--- config.mk ---
export PLATFORM = sky130hd
export DESIGN_NAME = sysrst_wdt
export DESIGN_NICKNAME = d
export VERILOG_FILES = /design/src/rtl/sysrst_pkg.sv /design/src/rtl/sysrst_kick_sync.sv /design/src/rtl/sysrst_gate.sv /design/src/rtl/sysrst_release.sv /design/src/rtl/sysrst_watchdog.sv /design/src/rtl/sysrst_wdt.sv
export SDC_FILE = /design/constraint.sdc
export NUM_CORES = 1
export LEC_CHECK = 0
export BUFFER_PORTS_ARGS = -buffer_cell sky130_fd_sc_hd__buf_4
export CORE_ASPECT_RATIO = 1.75
export CORE_MARGIN = 5
export CORE_UTILIZATION = 55
export CTS_CLUSTER_SIZE = 14
export DETAILED_ROUTE_END_ITERATION = 8
export GPL_TIMING_DRIVEN = 0
export PLACE_DENSITY_LB_ADDON = 0.3
export SYNTH_ARGS = -nofsm -noshare
export SYNTH_HDL_FRONTEND = slang
export SYNTH_HIERARCHICAL = 1
export SYNTH_SLANG_ARGS = --single-unit
--- constraint.sdc ---
create_clock -name clk -period 10.3 [get_ports clk]
set_input_delay 0.515 -clock clk [delete_from_list [all_inputs] [get_ports clk]]
set_output_delay 0.515 -clock clk [all_outputs]
set_load 0.02 [all_outputs]
--- src/rtl/sysrst_pkg.sv ---
package sysrst_pkg;

    localparam int TCNT_W       = 32;
    localparam int REL_CODE_W   = 5;
    localparam int START_CODE_W = 4;
    localparam int REL_CODE_TOP = 16;
    localparam int START_BASE   = 100;

    typedef logic [TCNT_W-1:0] tcnt_t;

    typedef enum logic [2:0] {
        RS_CHECK,
        RS_HOLD,
        RS_DELAY,
        RS_PULSE,
        RS_RUN,
        RS_WDOG
    } rel_state_e;

    typedef enum logic [1:0] {
        WD_IDLE,
        WD_WAIT,
        WD_COUNT,
        WD_EXPIRED
    } wd_state_e;

    typedef enum logic [1:0] {
        WDA_LEVEL = 2'b00,
        WDA_PULSE = 2'b01,
        WDA_RESET = 2'b10,
        WDA_HOLD  = 2'b11
    } wd_action_e;

    typedef struct packed {
        logic ready;
        logic lost;
    } gate_t;

    typedef struct packed {
        rel_state_e st;
        tcnt_t      cnt;
    } rel_reg_t;

    typedef struct packed {
        wd_state_e st;
        tcnt_t     cnt;
    } wd_reg_t;

    function automatic tcnt_t rel_delay_ticks(input logic [REL_CODE_W-1:0] code);
        logic [REL_CODE_W-1:0] c;
        c = (code > REL_CODE_W'(REL_CODE_TOP)) ? REL_CODE_W'(REL_CODE_TOP) : code;
        if (c == '0) return '0;
        return tcnt_t'(1) << (c - REL_CODE_W'(1));
    endfunction

    function automatic tcnt_t start_wait_ticks(input logic [START_CODE_W-1:0] code);
        if (code == '0) return '0;
        return tcnt_t'(START_BASE) << (code - START_CODE_W'(1));
    endfunction

    function automatic tcnt_t at_least_one(input tcnt_t v);
        return (v == '0) ? tcnt_t'(1) : v;
    endfunction

endpackage

--- src/rtl/sysrst_kick_sync.sv ---
module sysrst_kick_sync #(
    parameter int SYNC_STAGES = 2
) (
    input  logic clk,
    input  logic rst,
    input  logic kick_async,
    input  logic kick_cmd,
    output logic kick
);

    logic [SYNC_STAGES:0] chain;

    always_ff @(posedge clk) begin
        if (rst) chain <= '0;
        else     chain <= {chain[SYNC_STAGES-1:0], kick_async};
    end

    // any edge seen past the synchronizer is a kick
    assign kick = (chain[SYNC_STAGES] ^ chain[SYNC_STAGES-1]) | kick_cmd;

endmodule

--- src/rtl/sysrst_gate.sv ---
module sysrst_gate
    import sysrst_pkg::*;
#(
    parameter int N_RAIL = 8,
    parameter int N_GPI  = 8
) (
    input  logic [N_RAIL-1:0] pg_on,
    input  logic [N_RAIL-1:0] pg_off,
    input  logic [N_RAIL-1:0] rail_sel,
    input  logic [N_GPI-1:0]  gpi_lvl,
    input  logic [N_GPI-1:0]  gpi_sel,
    output gate_t             gate
);

    logic [N_RAIL-1:0] rail_ok;
    logic [N_RAIL-1:0] rail_bad;
    logic [N_GPI-1:0]  gpi_ok;

    for (genvar i = 0; i < N_RAIL; i++) begin : g_rail
        assign rail_ok[i]  = !rail_sel[i] || pg_on[i];
        assign rail_bad[i] = rail_sel[i] && pg_off[i];
    end

    for (genvar j = 0; j < N_GPI; j++) begin : g_gpi
        assign gpi_ok[j] = !gpi_sel[j] || gpi_lvl[j];
    end

    assign gate.ready = (&rail_ok) && (&gpi_ok);
    assign gate.lost  = (|rail_bad) || !(&gpi_ok);

endmodule

--- src/rtl/sysrst_release.sv ---
module sysrst_release
    import sysrst_pkg::*;
#(
    parameter int PW_W = 16
) (
    input  logic                  clk,
    input  logic                  rst,
    input  logic                  tick,
    input  logic                  cfg_load,
    input  gate_t                 gate,
    input  logic                  pulse_mode,
    input  logic [REL_CODE_W-1:0] rel_code,
    input  logic [PW_W-1:0]       pw_ms,
    input  logic                  wd_toggle,
    output logic                  rst_n,
    output logic                  running
);

    rel_reg_t q, d;
    tcnt_t    dly_t;
    tcnt_t    pw_t;

    assign dly_t = rel_delay_ticks(rel_code);
    assign pw_t  = at_least_one(tcnt_t'(pw_ms));

    always_comb begin
        d = q;
        if (cfg_load) begin
            d.st  = RS_CHECK;
            d.cnt = '0;
        end else begin
            case (q.st)
                RS_CHECK: begin
                    d.st  = RS_HOLD;
                    d.cnt = '0;
                end
                RS_HOLD: begin
                    if (gate.ready) begin
                        d.st  = RS_DELAY;
                        d.cnt = '0;
                    end
                end
                RS_DELAY: begin
                    if (!gate.ready) begin
                        d.st  = RS_HOLD;
                        d.cnt = '0;
                    end else if (q.cnt >= dly_t) begin
                        d.st  = pulse_mode ? RS_PULSE : RS_RUN;
                        d.cnt = '0;
                    end else if (tick) begin
                        d.cnt = q.cnt + tcnt_t'(1);
                    end
                end
                RS_PULSE: begin
                    if (q.cnt >= pw_t) begin
                        d.st  = RS_RUN;
                        d.cnt = '0;
                    end else if (tick) begin
                        d.cnt = q.cnt + tcnt_t'(1);
                    end
                end
                RS_RUN: begin
                    if (gate.lost) begin
                        d.st  = RS_HOLD;
                        d.cnt = '0;
                    end else if (wd_toggle) begin
                        d.st  = RS_WDOG;
                        d.cnt = '0;
                    end
                end
                RS_WDOG: begin
                    if (q.cnt >= pw_t) begin
                        d.st  = RS_HOLD;
                        d.cnt = '0;
                    end else if (tick) begin
                        d.cnt = q.cnt + tcnt_t'(1);
                    end
                end
                default: begin
                    d.st  = RS_CHECK;
                    d.cnt = '0;
                end
            endcase
        end
    end

    function automatic logic line_level(input rel_state_e s, input logic pm);
        case (s)
            RS_RUN:             return 1'b1;
            RS_HOLD, RS_DELAY:  return pm;
            default:            return 1'b0;
        endcase
    endfunction

    always_ff @(posedge clk) begin
        if (rst) begin
            q.st  <= RS_CHECK;
            q.cnt <= '0;
            rst_n <= 1'b0;
        end else begin
            q     <= d;
            rst_n <= line_level(d.st, pulse_mode);
        end
    end

    assign running = (q.st == RS_RUN);

endmodule

--- src/rtl/sysrst_watchdog.sv ---
module sysrst_watchdog
    import sysrst_pkg::*;
#(
    parameter int PER_W = 18,
    parameter int PW_W  = 16
) (
    input  logic                    clk,
    input  logic                    rst,
    input  logic                    tick,
    input  logic                    cfg_load,
    input  logic                    en,
    input  logic                    armed,
    input  logic                    kick,
    input  logic [START_CODE_W-1:0] start_code,
    input  logic [PER_W-1:0]        period_ms,
    input  logic [1:0]              action,
    input  logic [PW_W-1:0]         pw_ms,
    output logic                    wdo,
    output logic                    toggle_req
);

    wd_reg_t    q, d;
    tcnt_t      wait_t;
    tcnt_t      per_t;
    tcnt_t      pw_t;
    wd_action_e act;
    logic       live;
    logic       expire;

    assign wait_t = start_wait_ticks(start_code);
    assign per_t  = at_least_one(tcnt_t'(period_ms));
    assign pw_t   = at_least_one(tcnt_t'(pw_ms));
    assign act    = wd_action_e'(action);
    assign live   = en && armed && !cfg_load;
    assign expire = live && (q.st == WD_COUNT) && !kick && tick
                    && ((q.cnt + tcnt_t'(1)) >= per_t);

    always_comb begin
        d = q;
        if (!live) begin
            d.st  = WD_IDLE;
            d.cnt = '0;
        end else begin
            case (q.st)
                WD_IDLE: begin
                    d.st  = WD_WAIT;
                    d.cnt = '0;
                end
                WD_WAIT: begin
                    if (q.cnt >= wait_t) begin
                        d.st  = WD_COUNT;
                        d.cnt = '0;
                    end else if (tick) begin
                        d.cnt = q.cnt + tcnt_t'(1);
                    end
                end
                WD_COUNT: begin
                    if (kick) begin
                        d.cnt = '0;
                    end else if (expire) begin
                        d.st  = WD_EXPIRED;
                        d.cnt = '0;
                    end else if (tick) begin
                        d.cnt = q.cnt + tcnt_t'(1);
                    end
                end
                WD_EXPIRED: begin
                    if (kick) begin
                        d.st  = WD_COUNT;
                        d.cnt = '0;
                    end else if (tick && (q.cnt < pw_t)) begin
                        d.cnt = q.cnt + tcnt_t'(1);
                    end
                end
                default: begin
                    d.st  = WD_IDLE;
                    d.cnt = '0;
                end
            endcase
        end
    end

    function automatic logic out_level(input wd_reg_t r, input wd_action_e a, input tcnt_t w);
        if (r.st != WD_EXPIRED) return 1'b0;
        case (a)
            WDA_PULSE: return r.cnt < w;
            WDA_RESET: return 1'b0;
            default:   return 1'b1;
        endcase
    endfunction

    always_ff @(posedge clk) begin
        if (rst) begin
            q.st  <= WD_IDLE;
            q.cnt <= '0;
            wdo   <= 1'b0;
        end else begin
            q   <= d;
            wdo <= out_level(d, act, pw_t);
        end
    end

    assign toggle_req = expire && (act == WDA_RESET);

endmodule

--- src/rtl/sysrst_wdt.sv ---
module sysrst_wdt
    import sysrst_pkg::*;
#(
    parameter int N_RAIL      = 8,
    parameter int N_GPI       = 8,
    parameter int PER_W       = 18,
    parameter int PW_W        = 16,
    parameter int SYNC_STAGES = 2
) (
    input  logic                    clk,
    input  logic                    rst,
    input  logic                    tick_ms,
    input  logic [N_RAIL-1:0]       rail_pg_on,
    input  logic [N_RAIL-1:0]       rail_pg_off,
    input  logic [N_RAIL-1:0]       rail_sel,
    input  logic [N_GPI-1:0]        gpi_lvl,
    input  logic [N_GPI-1:0]        gpi_sel,
    input  logic                    cfg_load,
    input  logic                    cfg_pulse_mode,
    input  logic [REL_CODE_W-1:0]   cfg_rel_code,
    input  logic [PW_W-1:0]         cfg_pulse_ms,
    input  logic                    wdt_en,
    input  logic [START_CODE_W-1:0] wdt_start_code,
    input  logic [PER_W-1:0]        wdt_period_ms,
    input  logic [1:0]              wdt_action,
    input  logic                    wdt_kick_in,
    input  logic                    wdt_kick_cmd,
    output logic                    sys_rst_n,
    output logic                    wdo
);

    gate_t gate;
    logic  kick;
    logic  running;
    logic  wd_toggle;

    sysrst_gate #(.N_RAIL(N_RAIL), .N_GPI(N_GPI)) u_gate (
        .pg_on    (rail_pg_on),
        .pg_off   (rail_pg_off),
        .rail_sel (rail_sel),
        .gpi_lvl  (gpi_lvl),
        .gpi_sel  (gpi_sel),
        .gate     (gate)
    );

    sysrst_kick_sync #(.SYNC_STAGES(SYNC_STAGES)) u_kick (
        .clk        (clk),
        .rst        (rst),
        .kick_async (wdt_kick_in),
        .kick_cmd   (wdt_kick_cmd),
        .kick       (kick)
    );

    sysrst_release #(.PW_W(PW_W)) u_rel (
        .clk        (clk),
        .rst        (rst),
        .tick       (tick_ms),
        .cfg_load   (cfg_load),
        .gate       (gate),
        .pulse_mode (cfg_pulse_mode),
        .rel_code   (cfg_rel_code),
        .pw_ms      (cfg_pulse_ms),
        .wd_toggle  (wd_toggle),
        .rst_n      (sys_rst_n),
        .running    (running)
    );

    sysrst_watchdog #(.PER_W(PER_W), .PW_W(PW_W)) u_wd (
        .clk        (clk),
        .rst        (rst),
        .tick       (tick_ms),
        .cfg_load   (cfg_load),
        .en         (wdt_en),
        .armed      (running),
        .kick       (kick),
        .start_code (wdt_start_code),
        .period_ms  (wdt_period_ms),
        .action     (wdt_action),
        .pw_ms      (cfg_pulse_ms),
        .wdo        (wdo),
        .toggle_req (wd_toggle)
    );

endmodule

Yosys cells after proc, flatten, opt, wreduce, memory -nomap -nowiden
Index checks and enable logic that the tools add are counted. W data, S select, Z words.

Flip-flop bits (word level): 74. Output and inout bits: 2. Logic and storage cells: 143.

Add/subtract/negate cells: 4. $lt $le $gt $ge: 7. Equality and inequality tests: 16. Shifts and indexed selects: 2. Muxes and demuxes: 40. Bitwise logic cells: 2. Reductions and logical operators: 65.

Operators with widths (count): $mux W32 (13); $pmux W35 S6 (1); $mux W35 (5); $pmux W34 S4 (1); $ge A32 B32 Y1 (4); $add A32 B1 Y32 const B (2); $lt A32 B16 Y1 (2); $mux W34 (1); $shl A1 B5 Y32 const A (1); $shl A7 B4 Y32 const A (1); $logic_not A1 Y1 (19); $logic_not A18 Y1 (1); $mux W18 (1); $logic_and A1 B1 Y1 (17); $logic_or A1 B1 Y1 (17); $logic_not A16 Y1 (1); $mux W16 (1); $reduce_and A8 Y1 (2); $mux W3 (4); $eq A3 B2 Y1 const B (3); $eq A3 B3 Y1 const B (3); $mux W2 (4); $reduce_or A8 Y1 (1); $eq A2 B2 Y1 const B (3); other kinds (19) (28).

Logic depth before layout (Yosys ltp)
Depth in word-level cells: 15. Gate-level depth with buffers: 28. Depth with buffers taken out: 27.

Cells and area by module
The synthesis kept the hierarchy.

By module, submodules not included: sysrst_watchdog (times used 1, cells each 664, area each 4759.6 um^2, sequential area each 700.7 um^2); sysrst_release (times used 1, cells each 453, area each 3389.5 um^2, sequential area each 720.7 um^2); sysrst_gate (times used 1, cells each 27, area each 173.9 um^2, sequential area each 0.0 um^2); sysrst_kick_sync (times used 1, cells each 8, area each 98.8 um^2, sequential area each 60.1 um^2).

Worst setup path after synthesis
Ideal clock, no wire load.

Kind: reg2reg. From: register u_wd/q[0] (netlist name). To: register u_wd.wdo. Setup time: 0.076 ns. Data arrival time: 5.409 ns. Setup slack: 4.815 ns. Cell stages (with the launch flop): 28. Buffers on the path: 1. Clock period less this slack: 5.485 ns. Path through: dfxtp_1 -> nand3_1 -> or2_2 -> nor2_1 -> nand3_1 -> and2_1 -> or2_2 -> ha_1 -> a211oi_1 -> nor2_1 -> or3_1 -> o31a_1 -> nor4b_2 -> a31oi_2 -> o211ai_2 -> clkbuf_1 -> o211ai_1 -> nand2_1 -> ha_1 -> a21oi_1 -> nor2b_1 -> o21ai_0 -> a21oi_1 -> o21a_1 -> o21ai_0 -> a21oi_1 -> nor3b_1 -> a21boi_0.

RTL lines: from (decl) (RTL line sysrst_watchdog.sv:22) `wd_reg_t q, d;`; to (signal assigned) (RTL line sysrst_watchdog.sv:99) `wdo <= out_level(d, act, pw_t);`; to (decl) (RTL line sysrst_watchdog.sv:18) `output logic wdo,`.

==> run_results.csv <==
group,metric,value,unit
worst_setup_path,crit_top_cell,"a21oi_1",
sta,fin_skew,0.00808,ns
clock_network,clk_latency,0.34,ns
floorplan,io_pins,95,
power,switching_share,0.261,
clock_network,clock_sinks,74,
worst_setup_path,worstSetupStartpointType,"flop",
yosys,synthCells,1152,
yosys,synth_seq_cells,74,
yosys,ys_warn_count,6,
worst_setup_path,path_delay_family,"simple AND/OR/NAND/NOR gates",
floorplan,die_h,174,um
drt,routed_via_density,6.23,
clock_network,post_cts_buffers,0,
global_routing,grt_usage,0.281,
cells_and_area,area_growth,15.2,%
floorplan,die_x,104,um
global_routing,grt_util_met1,0.274,
sta,rsz0062_at_grt,"no",
outcome,status,"finished, final reports clean",
clock_network,post_cts_resized,0,
clock_network,cts_max_level,3,
drt,wl_per_cell,17.7,um
global_routing,antenna_found_initial,0,
global_routing,gr-total-overflow,0,
worst_setup_path,crit_fanout,10,
cells_and_area,layout.nets,1490,
min_path,hold_path.class,"input port to flop",
cells_and_area,nFillCells,1432,
power,ir_drop,0.0921,mV
power,p_total,712,uW
cells_and_area,seqCellArea,1480,um^2
sta,slew_violations,0,
global_routing,met3_usage,0.0335,
worst_setup_path,endpoint_kind,"flop",
place,place.gp.congestion,0.976,
yosys,seq_area_frac_synth,0.176,
place,dpl_worst_slack,3.65,ns
sta,setup_viol,0,
clock_network,root_buffer,"clkbuf_16",
worst_setup_path,path_buf_inv,1,
clock_network,clk_pin_slew_worst_paths,0.06,ns
global_routing,grt-busiest-layer,"met2",
drt,vias,9108,
sta,holdWs,0.406,ns
clock_network,cts_made_buffers,9,
sta,hold_viol,0,
drt,ant_nets,0,
power,clkPwrFrac,0.445,
worst_setup_path,worst_path_max_delay_cell,"dfxtp_1",
drt,drt-total-wl,25900,um
global_routing,grt_pass1_vias,8897,
sta,max_freq,148,MHz
yosys,synthArstFlopShare,0,
power,internal_power,527,uW
worst_setup_path,crit_type,"flop to flop",
place,port_buffers,92,
cells_and_area,n_antenna_cell,0,
worst_setup_path,cpPeakStageDelay,0.58,ns
floorplan,rows,60,
clock_network,cts_buffer_depth,2,
worst_setup_path,reg2reg_setup_slack,3.53,ns
sta,finalCriticalPeriod,6.77,ns
clock_network,cts_tree,"built",
power,leakage,0.00427,uW
global_routing,globalRouteMet2Util,0.533,
flow_run,drv_cap,0,
drt,dr.pass1.iters,5,
power,p_switching,186,uW
cells_and_area,drive_gt1_frac,0.122,
clock_network,hold_buffers,0,
yosys,synth_area,8420,um^2
floorplan,die_area,18000,um^2
sta,fin_ws,3.53,ns
drt,drt-initial-drc-count,447,
power,power_density,73.5,nW/um^2
worst_setup_path,cp_data_arrival_time,7.02,ns
drt,drc,0,
place,dpl.hpwl,21200,um
yosys,synth_top_flop_cell,"dfxtp_1",
worst_setup_path,crit_required,10.55,ns
yosys,ys_types,82,
global_routing,grt_pass1_wl,42200,um
floorplan,coreArea,15200,um^2
cells_and_area,multi_input_area,6470,um^2
floorplan,initial_core_util,0.553,
yosys,synth_edf_count,0,
sta,layout_worst_path_cycle_share,0.657,
sta,tightest_slew,1.24,ns
power,power_frac_seq,0.404,
power,power_frac_comb,0.152,
yosys,syn_avg_cell_area,7.31,um^2
global_routing,grt_max_degree,14,
sta,fin_tns_setup,0,ns
sta,slew_headroom,0.169,
==> power groups by stage <==
stage	Sequential [uW]	Clock (uW)	Combinational (uW)
2_1_floorplan	294	0	59.0
3_3_place_gp	294	0	106
3_5_place_dp	294	0	108
4_1_cts	287	320	108
5_1_grt	287	335	123
6_report	288	317	108
==> synth_stat cells, types with 4 or more instances <==
cell       count  area share
or2_2         16       0.012
nor3_1        27       0.016
o211ai_1      31       0.028
o21a_1         8      0.0071
a41oi_1        8      0.0083
a31oi_1       38       0.028
buf_6          5      0.0067
a21o_1         4      0.0036
o31ai_1        5      0.0045
nand4_1       31       0.023
nand2_1      160       0.071
and4_1         7      0.0073
nor4_1        21       0.016
a311oi_1      14       0.015
and2_1        25       0.019
and3_1        13      0.0097
nand2b_1      28       0.021
inv_1         73       0.033
nor2_1        73       0.033
dfxtp_1       74        0.18
a211oi_1      14       0.012
xor2_1         6      0.0062
xnor2_1        5      0.0052
nand3_1       55       0.033
o21ai_1        7      0.0042
clkbuf_1      32       0.014
ha_1         127        0.19
nand3b_1       4      0.0036
a22oi_1       12       0.011
buf_2          5      0.0030
or3_1          9      0.0067
nor2b_1       18       0.013
o21ai_0       41       0.024
o2111ai_1      4      0.0042
nor3b_1        6      0.0053
a21oi_1       78       0.046
==> cell usage in the layout, fill, tap and decap left out, types with 16 or more instances in the layout <==
cell | synthesis | final
nand2_1 | 160 | 160
ha_1 | 127 | 127
buf_4 | 1 | 93
a21oi_1 | 78 | 78
dfxtp_1 | 74 | 74
inv_1 | 73 | 73
nor2_1 | 73 | 73
nand3_1 | 55 | 55
o21ai_0 | 41 | 41
a31oi_1 | 38 | 38
clkbuf_1 | 32 | 33
nand4_1 | 31 | 31
o211ai_1 | 31 | 31
nand2b_1 | 28 | 28
nor3_1 | 27 | 27
and2_1 | 25 | 25
nor4_1 | 21 | 21
nor2b_1 | 18 | 18
or2_2 | 16 | 16
conb_1 | 1 | 16
==> per-stage QoR <==
step / instance area [um^2] / std cells / utilization
global route: 9700 / 1461 / 0.636
global placement: 9400 / 1445 / 0.617
detailed placement: 9400 / 1445 / 0.617
floorplan: 8480 / 1167 / -
CTS: 9700 / 1461 / 0.636
finish: 9700 / 1461 / 0.636
==> kinds of logic (layout without fill, tap and decap cells) <==
family,Yosys count,count (layout),share of synthesized area
simple gates,514,514,0.313
compound gates,304,304,0.247
fa+ha+maj,127,127,0.189
buf+inv,120,228,0.0630
flops,74,74,0.176
xor+xnor,11,11,0.0114
other cells,1,16,0.000445
mux,1,1,0.00119
==> path summary, 6_finish.rpt <==
check,from,to,cells after the start
min reg2reg,u_kick/chain[0],u_kick/chain[1],1
max reg2reg,u_wd/q[4],u_wd/wdo,27
min,wdt_kick_in,u_kick/chain[0],2
max,u_wd/q[4],u_wd/wdo,27
==> registers in the layout, indices dropped and copies added, names as in the netlist <==
signal        flops
u_kick/chain      3
u_wd/wdo          1
u_rel/rst_n       1
u_wd/q           34
u_rel/q          35
==> routing by layer <==
layer | vias to the layer above | share of wire
met3 | 107 | 0.052
met1 | 4171 | 0.34
met4 | 0 | 0.079
met5 | - | 0
met2 | 338 | 0.53
li1 | 4492 | -
==> area by class of cell <==
| type | count | share of cell area |
|---|---|---|
| plain buffers | 47 | 0.0264 |
| clock buffers | 10 | 0.0236 |
| clock inverters | 6 | 0.00697 |
| inverters | 73 | 0.0283 |
| multi-input cells | 973 | 0.667 |
| flip-flops and latches | 74 | 0.153 |
| well taps | 186 | 0.0240 |
| repair buffers | 92 | 0.0712 |
No activity file was read; power rests on OpenSTA's default activity.
